File: src/rtl/mdu_pkg.sv
package mdu_pkg;

    localparam int XLEN = 64;
    localparam int HALF = XLEN / 2;
    localparam int OPW  = 3;

    // Field order is the operation code: [2] divide, [1] full width, [0] unsigned.
    typedef struct packed {
        logic is_div;
        logic is_dw;
        logic is_uns;
    } mdu_op_t;

    // What the result formatter needs besides the raw accumulator.
    typedef struct packed {
        mdu_op_t op;
        logic    neg_lo;   // negate product or quotient
        logic    neg_hi;   // negate remainder (divide only)
    } mdu_tag_t;

    function automatic logic [XLEN-1:0] widen_half(input logic [HALF-1:0] v, input logic sgn);
        return {{HALF{sgn & v[HALF-1]}}, v};
    endfunction

    function automatic logic [XLEN-1:0] cond_neg(input logic [XLEN-1:0] v, input logic n);
        return n ? (~v + 1'b1) : v;
    endfunction

endpackage

File: src/rtl/mdu_ctrl.sv
module mdu_ctrl
    import mdu_pkg::*;
#(
    parameter int LAT_MW = 8,
    parameter int LAT_MD = 12,
    parameter int LAT_DW = 36,
    parameter int LAT_DD = 68
) (
    input  logic    clk,
    input  logic    rst,
    input  logic    start_i,
    input  mdu_op_t op_i,
    input  logic    rd_hi_i,
    input  logic    rd_lo_i,
    output logic    busy_o,
    output logic    stall_o,
    output logic    accept_o,
    output logic    retire_o
);
    localparam int LMAX01 = (LAT_MW > LAT_MD) ? LAT_MW : LAT_MD;
    localparam int LMAX23 = (LAT_DW > LAT_DD) ? LAT_DW : LAT_DD;
    localparam int LMAX   = (LMAX01 > LMAX23) ? LMAX01 : LMAX23;
    localparam int CW     = $clog2(LMAX + 1);

    logic          busy_q;
    logic [CW-1:0] cnt_q;
    logic          last;

    function automatic logic [CW-1:0] lat_m1(input mdu_op_t o);
        case ({o.is_div, o.is_dw})
            2'b00:   return CW'(LAT_MW - 1);
            2'b01:   return CW'(LAT_MD - 1);
            2'b10:   return CW'(LAT_DW - 1);
            default: return CW'(LAT_DD - 1);
        endcase
    endfunction

    always_comb begin
        last     = busy_q && (cnt_q == '0);
        stall_o  = busy_q && ((start_i && !last) || rd_hi_i || rd_lo_i);
        accept_o = start_i && !stall_o;
        retire_o = last;
        busy_o   = busy_q;
    end

    always_ff @(posedge clk) begin
        if (rst) begin
            busy_q <= 1'b0;
            cnt_q  <= '0;
        end else if (accept_o) begin
            busy_q <= 1'b1;
            cnt_q  <= lat_m1(op_i);
        end else if (last) begin
            busy_q <= 1'b0;
        end else if (busy_q) begin
            cnt_q <= cnt_q - 1'b1;
        end
    end

    assert_take_R1: assert property (@(posedge clk) disable iff (rst)
        accept_o |=> busy_o);

    assert_idle_free_R6: assert property (@(posedge clk) disable iff (rst)
        !busy_o |-> !stall_o);

    assert_rise_from_take_R7: assert property (@(posedge clk) disable iff (rst)
        $rose(busy_o) |-> $past(accept_o));

endmodule

File: src/rtl/mdu_engine.sv
module mdu_engine
    import mdu_pkg::*;
#(
    parameter int DIGIT = 8
) (
    input  logic                clk,
    input  logic                rst,
    input  logic                load_i,
    input  mdu_op_t             op_i,
    input  logic [XLEN-1:0]     a_i,
    input  logic [XLEN-1:0]     b_i,
    output logic [2*XLEN-1:0]   acc_o,
    output mdu_tag_t            tag_o,
    output logic                idle_o
);
    localparam int ACCW = 2 * XLEN;
    localparam int PW   = XLEN + DIGIT;
    localparam int SW   = $clog2(XLEN + 1);
    localparam logic [SW-1:0] STEPS_MW = SW'(HALF / DIGIT);
    localparam logic [SW-1:0] STEPS_MD = SW'(XLEN / DIGIT);
    localparam logic [SW-1:0] STEPS_DW = SW'(HALF);
    localparam logic [SW-1:0] STEPS_DD = SW'(XLEN);

    // Operand conditioning: width select, sign detect, magnitude.
    logic [XLEN-1:0] raw [2];
    logic [XLEN-1:0] ext [2];
    logic [XLEN-1:0] mag [2];
    logic            neg [2];

    assign raw[0] = a_i;
    assign raw[1] = b_i;

    for (genvar g = 0; g < 2; g++) begin : g_opnd
        assign ext[g] = op_i.is_dw ? raw[g] : widen_half(raw[g][HALF-1:0], ~op_i.is_uns);
        assign neg[g] = ~op_i.is_uns & ext[g][XLEN-1];
        assign mag[g] = cond_neg(ext[g], neg[g]);
    end

    logic [ACCW-1:0] acc_q;
    logic [XLEN-1:0] opnd_q;
    mdu_tag_t        tag_q;
    logic [SW-1:0]   left_q;

    // One multiply step: add opnd * low digit to the upper half, shift right.
    logic [DIGIT-1:0] digit;
    logic [PW-1:0]    pp;
    logic [PW-1:0]    psum;
    logic [ACCW-1:0]  mul_nxt;
    // One restoring divide step: remainder in the upper half, dividend/quotient below.
    logic [XLEN:0]    trial;
    logic [XLEN:0]    diff;
    logic             ge;
    logic [XLEN-1:0]  rem;
    logic [ACCW-1:0]  div_nxt;

    always_comb begin
        digit   = acc_q[DIGIT-1:0];
        pp      = PW'(opnd_q) * PW'(digit);
        psum    = PW'(acc_q[ACCW-1:XLEN]) + pp;
        mul_nxt = {psum, acc_q[XLEN-1:DIGIT]};

        trial   = {acc_q[ACCW-1:XLEN], acc_q[XLEN-1]};
        diff    = trial - {1'b0, opnd_q};
        ge      = ~diff[XLEN];
        rem     = ge ? diff[XLEN-1:0] : trial[XLEN-1:0];
        div_nxt = {rem, acc_q[XLEN-2:0], ge};
    end

    logic [SW-1:0]   steps;
    logic [XLEN-1:0] low_load;

    always_comb begin
        case ({op_i.is_div, op_i.is_dw})
            2'b00:   steps = STEPS_MW;
            2'b01:   steps = STEPS_MD;
            2'b10:   steps = STEPS_DW;
            default: steps = STEPS_DD;
        endcase
        if (op_i.is_div)
            low_load = op_i.is_dw ? mag[0] : {mag[0][HALF-1:0], {HALF{1'b0}}};
        else
            low_load = mag[1];
    end

    always_ff @(posedge clk) begin
        if (rst) begin
            acc_q  <= '0;
            opnd_q <= '0;
            tag_q  <= '0;
            left_q <= '0;
        end else if (load_i) begin
            acc_q        <= {{XLEN{1'b0}}, low_load};
            opnd_q       <= op_i.is_div ? mag[1] : mag[0];
            tag_q.op     <= op_i;
            tag_q.neg_lo <= neg[0] ^ neg[1];
            tag_q.neg_hi <= op_i.is_div ? neg[0] : (neg[0] ^ neg[1]);
            left_q       <= steps;
        end else if (left_q != '0) begin
            acc_q  <= tag_q.op.is_div ? div_nxt : mul_nxt;
            left_q <= left_q - 1'b1;
        end
    end

    assign acc_o  = acc_q;
    assign tag_o  = tag_q;
    assign idle_o = (left_q == '0);

endmodule

File: src/rtl/mdu_format.sv
module mdu_format
    import mdu_pkg::*;
(
    input  logic [2*XLEN-1:0] acc_i,
    input  mdu_tag_t          tag_i,
    output logic [XLEN-1:0]   hi_o,
    output logic [XLEN-1:0]   lo_o
);
    localparam int ACCW = 2 * XLEN;

    logic [ACCW-1:0] full_prod;
    logic [XLEN-1:0] half_prod;
    logic [XLEN-1:0] quo;
    logic [XLEN-1:0] rmd;

    always_comb begin
        // Full-width product occupies the whole accumulator; a half-width one
        // ends up shifted up by HALF because only half the digits were consumed.
        full_prod = tag_i.neg_lo ? (~acc_i + 1'b1) : acc_i;
        half_prod = cond_neg(acc_i[HALF +: XLEN], tag_i.neg_lo);
        quo       = cond_neg(acc_i[XLEN-1:0], tag_i.neg_lo);
        rmd       = cond_neg(acc_i[ACCW-1:XLEN], tag_i.neg_hi);

        case ({tag_i.op.is_div, tag_i.op.is_dw})
            2'b00: begin
                lo_o = widen_half(half_prod[HALF-1:0], 1'b1);
                hi_o = widen_half(half_prod[XLEN-1:HALF], 1'b1);
            end
            2'b01: begin
                lo_o = full_prod[XLEN-1:0];
                hi_o = full_prod[ACCW-1:XLEN];
            end
            2'b10: begin
                lo_o = widen_half(quo[HALF-1:0], 1'b1);
                hi_o = widen_half(rmd[HALF-1:0], 1'b1);
            end
            default: begin
                lo_o = quo;
                hi_o = rmd;
            end
        endcase
    end

endmodule

File: src/rtl/mdu_hilo.sv
module mdu_hilo
    import mdu_pkg::*;
#(
    parameter int LAT_MW = 8,
    parameter int LAT_MD = 12,
    parameter int LAT_DW = 36,
    parameter int LAT_DD = 68,
    parameter int DIGIT  = 8
) (
    input  logic            clk,
    input  logic            rst,
    input  logic            start_i,
    input  logic [OPW-1:0]  op_i,
    input  logic [XLEN-1:0] a_i,
    input  logic [XLEN-1:0] b_i,
    input  logic            rd_hi_i,
    input  logic            rd_lo_i,
    output logic            busy_o,
    output logic            stall_o,
    output logic [XLEN-1:0] hi_o,
    output logic [XLEN-1:0] lo_o
);
    mdu_op_t          op;
    logic             accept;
    logic             retire;
    logic             eng_idle;
    logic [2*XLEN-1:0] acc;
    mdu_tag_t         tag;
    logic [XLEN-1:0]  res_hi;
    logic [XLEN-1:0]  res_lo;
    logic [XLEN-1:0]  hi_q;
    logic [XLEN-1:0]  lo_q;

    assign op = mdu_op_t'(op_i);

    mdu_ctrl #(
        .LAT_MW(LAT_MW), .LAT_MD(LAT_MD), .LAT_DW(LAT_DW), .LAT_DD(LAT_DD)
    ) u_ctrl (
        .clk(clk), .rst(rst), .start_i(start_i), .op_i(op),
        .rd_hi_i(rd_hi_i), .rd_lo_i(rd_lo_i),
        .busy_o(busy_o), .stall_o(stall_o), .accept_o(accept), .retire_o(retire)
    );

    mdu_engine #(.DIGIT(DIGIT)) u_engine (
        .clk(clk), .rst(rst), .load_i(accept), .op_i(op), .a_i(a_i), .b_i(b_i),
        .acc_o(acc), .tag_o(tag), .idle_o(eng_idle)
    );

    mdu_format u_format (
        .acc_i(acc), .tag_i(tag), .hi_o(res_hi), .lo_o(res_lo)
    );

    always_ff @(posedge clk) begin
        if (rst) begin
            hi_q <= '0;
            lo_q <= '0;
        end else if (retire) begin
            hi_q <= res_hi;
            lo_q <= res_lo;
        end
    end

    assign hi_o = hi_q;
    assign lo_o = lo_q;

    // the iterative engine must have consumed every step before retirement.
    assert_engine_done_R2: assert property (@(posedge clk) disable iff (rst)
        retire |-> eng_idle);

    assert_busy_fall_R2: assert property (@(posedge clk) disable iff (rst)
        $fell(busy_o) |-> $past(retire));

    assert_hilo_hold_R8: assert property (@(posedge clk) disable iff (rst)
        !retire |=> ($stable(hi_o) && $stable(lo_o)));

endmodule

File: config.mk
export PLATFORM = sky130hd
export DESIGN_NAME = mdu_hilo
export DESIGN_NICKNAME = d
export VERILOG_FILES = /design/src/rtl/mdu_pkg.sv /design/src/rtl/mdu_ctrl.sv /design/src/rtl/mdu_engine.sv /design/src/rtl/mdu_format.sv /design/src/rtl/mdu_hilo.sv
export SDC_FILE = /design/constraint.sdc
export NUM_CORES = 2
export LEC_CHECK = 0
export ABC_CLOCK_PERIOD_IN_PS = 8890
export BUFFER_PORTS_ARGS = -buffer_cell sky130_fd_sc_hd__buf_4
export CORE_MARGIN = 5
export CORE_UTILIZATION = 44
export CTS_CLUSTER_SIZE = 25
export DETAILED_ROUTE_END_ITERATION = 8
export GPL_ROUTABILITY_DRIVEN = 0
export HOLD_SLACK_MARGIN = 0.15
export PLACE_DENSITY_LB_ADDON = 0.12
export SLEW_MARGIN = 20
export SYNTH_ARGS = -nofsm -noshare
export SYNTH_HDL_FRONTEND = slang
export SYNTH_SLANG_ARGS = --single-unit
export TNS_END_PERCENT = 10
File: constraint.sdc
create_clock -name clk -period 8.89 [get_ports clk]
set_clock_uncertainty 0.1 [all_clocks]
set_input_delay 1.3335 -clock clk [delete_from_list [all_inputs] [get_ports clk]]
set_output_delay 1.3335 -clock clk [all_outputs]
set_load 0.02 [all_outputs]
== Word level (Yosys, flattened, before mapping) ==
Index checks and enable logic that the tools add are counted.
Widths: inputs -> output; s select.

* Bits in registers: 339
* Bits of input ports: 136
* Output and inout port bits: 130

* Add/subtract/negate cells: 10
* $mul: 1
* Equality and inequality tests: 5
* Muxes and demuxes: 27
* Bitwise operators: 13
* Reduce and logical (&&, ||, !) cells: 17

{| class="wikitable"
|+ Operators by type and width
! operator !! count
|-
| $mux 64 || 13
|-
| $pmux 64 s3 || 2
|-
| $add 64x1->64 const B || 5
|-
| $not 64->64 || 5
|-
| $mux 128 || 2
|-
| $add 128x1->128 const B || 1
|-
| $not 128->128 || 1
|-
| $add 64x72->72 || 1
|-
| $mul 64x8->72 || 1
|-
| $sub 65x64->65 || 1
|-
| $pmux 7 s3 || 2
|-
| $mux 7 || 5
|-
| $sub 7x1->7 const B || 2
|-
| $logic_not 7->1 || 1
|-
| $reduce_bool 7->1 || 1
|-
| $reduce_bool 2->1 || 3
|-
| $and 1x1->1 || 4
|-
| $eq 2x1->1 const B || 2
|-
| $eq 2x2->1 const B || 2
|-
| $logic_and 1x1->1 || 4
|-
| $logic_not 2->1 || 2
|-
| $mux 1 || 3
|-
| $logic_not 1->1 || 2
|-
| $logic_or 1x1->1 || 2
|-
| other kinds (5) || 6
|}

== Depth between registers and ports, before layout ==
* Depth after elaboration: 11
* Depth in mapped cells: 25
* Mapped depth without buffers: 22

== Hierarchy ==
A second synthesis with hierarchy kept.

* Cells, all modules: 6250
* Area, all modules: 48077.4 um^2

{| class="wikitable"
|+ By module, submodules not included
! module !! times used !! cells an instance !! area an instance (um^2) !! sequential area each (um^2)
|-
| mdu_engine || 1 || 4703 || 36266.0 || 4083.9
|-
| mdu_format || 1 || 1063 || 6607.6 || 0.0
|-
| mdu_hilo || 1 || 412 || 4652.0 || 2562.5
|-
| mdu_ctrl || 1 || 72 || 551.8 || 160.2
|}

== Least setup slack after synthesis ==
Ideal clock, no wire load.

* Kind: register to register
* Start point: reg u_engine.acc_q[4] (netlist: u_engine.acc_o[4])
* End point: reg u_engine.acc_q[122] (netlist: u_engine.acc_o[122])
* Arrival time: 5.963 ns
* Setup slack: 2.742 ns
* Stages on the path, launching flop included: 24
* Period minus slack after synthesis: 6.148 ns
* Path through: dfxtp_1 -> clkbuf_1 -> clkbuf_1 -> clkbuf_1 -> and2_1 -> fa_1 -> fa_1 -> fa_1 -> inv_1 -> fa_1 -> inv_1 -> ha_1 -> clkbuf_1 -> a21oi_1 -> o21ai_1 -> a21o_1 -> a221o_1 -> o31ai_1 -> o31ai_1 -> a32oi_1 -> o21ai_1 -> xnor2_1 -> a221o_1 -> a211oi_1

* Longest elaborated chain between the ends: 3

{| class="wikitable"
|+ RTL lines
! element !! RTL line !! source
|-
| from (decl) || mdu_engine.sv:39 || <nowiki>logic [ACCW-1:0] acc_q;</nowiki>
|-
| from (signal assigned) || mdu_engine.sv:92 || <nowiki>acc_q <= {{XLEN{1'b0}}, low_load};</nowiki>
|-
| from (signal assigned) || mdu_engine.sv:99 || <nowiki>acc_q <= tag_q.op.is_div ? div_nxt : mul_nxt;</nowiki>
|-
| $mul 64x8->72 || mdu_engine.sv:58 || <nowiki>pp = PW'(opnd_q) * PW'(digit);</nowiki>
|-
| $add 64x72->72 || mdu_engine.sv:59 || <nowiki>psum = PW'(acc_q[ACCW-1:XLEN]) + pp;</nowiki>
|-
| $mux 128 || mdu_engine.sv:99 ||
|}

No other way between the ends.
A chain may end at the register's enable or synchronous reset.

== Final worst setup path ==
* Start point: reg u_engine.acc_q[6] (netlist: u_engine.acc_o[6])
* End point: reg u_engine.acc_q[122] (netlist: u_engine.acc_o[122])

Same word-level chain as after synthesis.

==> metrics.txt <==
outcome=completed; initial antenna violation count=0; Ports=266; Worst VDD drop=0.385 mV; crit-path max FO=45; largest area contributor in the netlist=fa_1; vias per cell=6.20; dpl cells=7,538; max-slew violations=0; Seq/Total Area, Yosys=14.6%; Synth async-reset ratio=0%; R2R setup slack=1.33 ns; min-delay worst type=register to register; mean area per synthesized cell=7.39 um^2; CTS tree=yes; # H-tree levels=2; ratio of cells with drive above 1 in the final layout=8.00%; crit path DAT=8.02 ns; drt pass-1 iters=7; Die ar.=0.112 mm^2; GRT Residual Overflow=0; Area Growth Syn to Fin=9.15%; clock buffer depth=3; ranking of synthesized cells by area=fa_1 (19%), dfxtp_1 (15%), a21oi_1 (6.2%), nand2_1 (5.8%), inv_1 (5.2%); worst-margin pin slew=1.18 ns; Setup Fix Bufs, Post-CTS=0; Hold Crit Start=hi_o[18]; r2r startpoint=u_engine.acc_o[6]; post_cts resized=0; Worst Setup Slack, final=1.33 ns; Max Cap Viol=0; power density cells=290 mW/mm^2; DR DRC count=0; clk slew on worst S/H paths=0.06 ns; final-report setup violation count=0; wirelength, routed=195 mm; Crit. End Element=register; TritonCTS Buffers=44; Final #Nets=6,929; max_slew headroom=20.5%; Post-Layout Cell Count=7,617; dpl ws=1.44 ns; WP data required=9.34 ns; Max Clock Freq=132 MHz; GR Util All Layers=33.6%; chip height=335 um; top cell type's share of synthesized area=18.9%; I/O Buffers=265; Avg WL per Cell=25.6 um; Initial Utilization=44.2%; Lkg Pwr=21.9 nW; DRT antenna net count=0; Finished Cell Area=0.0506 mm^2; Synth Cell Area=0.0464 mm^2; Die W=335 um; Yosys cell types=100; Skew-Pair Late Insertion Delay=0.66 ns; global-route wire length before repair=290 mm; Placed Area=0.0490 mm^2; core area=0.105 mm^2; Tmin final=7.56 ns; Vias=47,200; largest net degree at the start of global routing=116; Syn Inst Count=6,272; Hold Slack=0.352 ns; TNS Setup=0 ns; vias in the first global route=44,900; fin crit share=85.1%; CTS Sinks=339; unrepaired setup endpoints after global routing=false; top_reg_cell synth=dfxtp_1; CP startpoint kind=register; FP Rows=119; Synth warnings=0; Final Core Density=48.2%; Root Buffer=clkbuf_16; hpwl dp=151 mm; Synth Register Bits=339; cts hold-fix bufs=0; CP startpoint=u_engine.acc_o[6]; initial DRC count=6,158; kind of critical path=register to register; count of flip-flops with a built-in enable after synthesis=0; Power Total=14.7 mW; Fin. Hold Viols=0; ANT cells=0; Net Count, Synth=7,008
[cells in the mapped netlist, drive strengths merged (99+ instances only)]
cell type / instances
nor2: 444
nand2: 722
a21oi: 575
nand3: 99
clkbuf: 413
nor3: 135
ha: 163
and2: 382
fa: 437
inv: 644
xor2: 130
xnor2: 211
o21ai: 376
a211oi: 117
o211ai: 108
dfxtp: 339
[final timing paths]
check | end | cells after the start
max | u_engine.acc_o[122] | 19
min | hi_o[18] | 2
max reg2reg | u_engine.acc_o[122] | 19
min reg2reg | hi_o[18] | 2
[cell families after synthesis]
logic type | synth area share [%]
xor gates and xnor gates | 6.44
and+or+nand+nor | 22.7
buffers and inverters | 9.04
muxes | 1.96
AOI/OAI and AO/OA | 22.0
adders and majority gates | 23.3
DFF | 14.6
[report_power, final]
group          internal, mW  total (mW)  switching [mW]
Clock                  1.21        2.05           0.837
Combinational          3.31        9.98            6.67
Sequential             1.83        2.67           0.841
Total                  6.35        14.7            8.35
[registers in the layout (all words and copies together) (netlist names)]
| register | cells |
|---|---|
| u_engine.acc_o | 128 |
| u_engine.left_q | 7 |
| u_ctrl.cnt_q | 7 |
| lo_o | 64 |
| u_engine.tag_o | 4 |
| u_ctrl.busy_o | 1 |
| hi_o | 64 |
| u_engine.opnd_q | 64 |
[metal layers]
layer / vias up / part of all wire, % / GRT usage, %
li1: 21200 / - / -
met1: 22800 / 41 / 46.0
met2: 2738 / 42 / 50.6
met3: 523 / 11 / 7.74
met4: 0 / 5.9 / 15.6
met5: - / 0 / 0
[cells in the final DEF (no fill, tap or decap), types with 36 or more instances in the layout]
| cell type | count |
|---|---|
| nor4_1 | 66 |
| nor2_1 | 438 |
| fa_1 | 437 |
| o221ai_1 | 36 |
| xnor2_1 | 211 |
| a211oi_1 | 117 |
| a31oi_1 | 61 |
| nand3_1 | 96 |
| nand4_1 | 83 |
| inv_1 | 643 |
| a21oi_1 | 572 |
| clkbuf_16 | 45 |
| o22ai_1 | 39 |
| nor3_1 | 128 |
| nand2_1 | 717 |
| o211ai_1 | 108 |
| dfxtp_1 | 328 |
| o21ai_0 | 344 |
| o31ai_1 | 38 |
| or3_1 | 38 |
| and2_1 | 379 |
| buf_4 | 336 |
| ha_1 | 163 |
| mux2i_1 | 84 |
| a21o_1 | 73 |
| xor2_1 | 130 |
[final cells by class]
class | instances | area, um^2
clock buffers | 57 | 1260
well taps | 1391 | 1740
inverters | 646 | 2420
multi-input cells | 4824 | 35500
repair buffers | 338 | 2560
flip-flops and latches | 339 | 6820
fillers | 10600 | 54300
clock inverters | 22 | 350
[worst max-delay path, cell delays in order, from the launching register on]
cell and delay (ns):
dfxtp_2 1.03, and2_1 0.27, fa_1 0.45, fa_1 0.53
fa_1 0.54, inv_1 0.06, fa_1 0.53, inv_1 0.05
ha_1 0.38, a21oi_1 0.23, o21ai_1 0.12, a21o_1 0.20
a221o_1 0.38, o31ai_1 0.79, o31ai_1 0.39, a32oi_1 0.56
o21ai_1 0.14, xnor2_1 0.16, a221o_1 0.31, a211oi_1 0.20
Power figures use the tool's default switching activity.
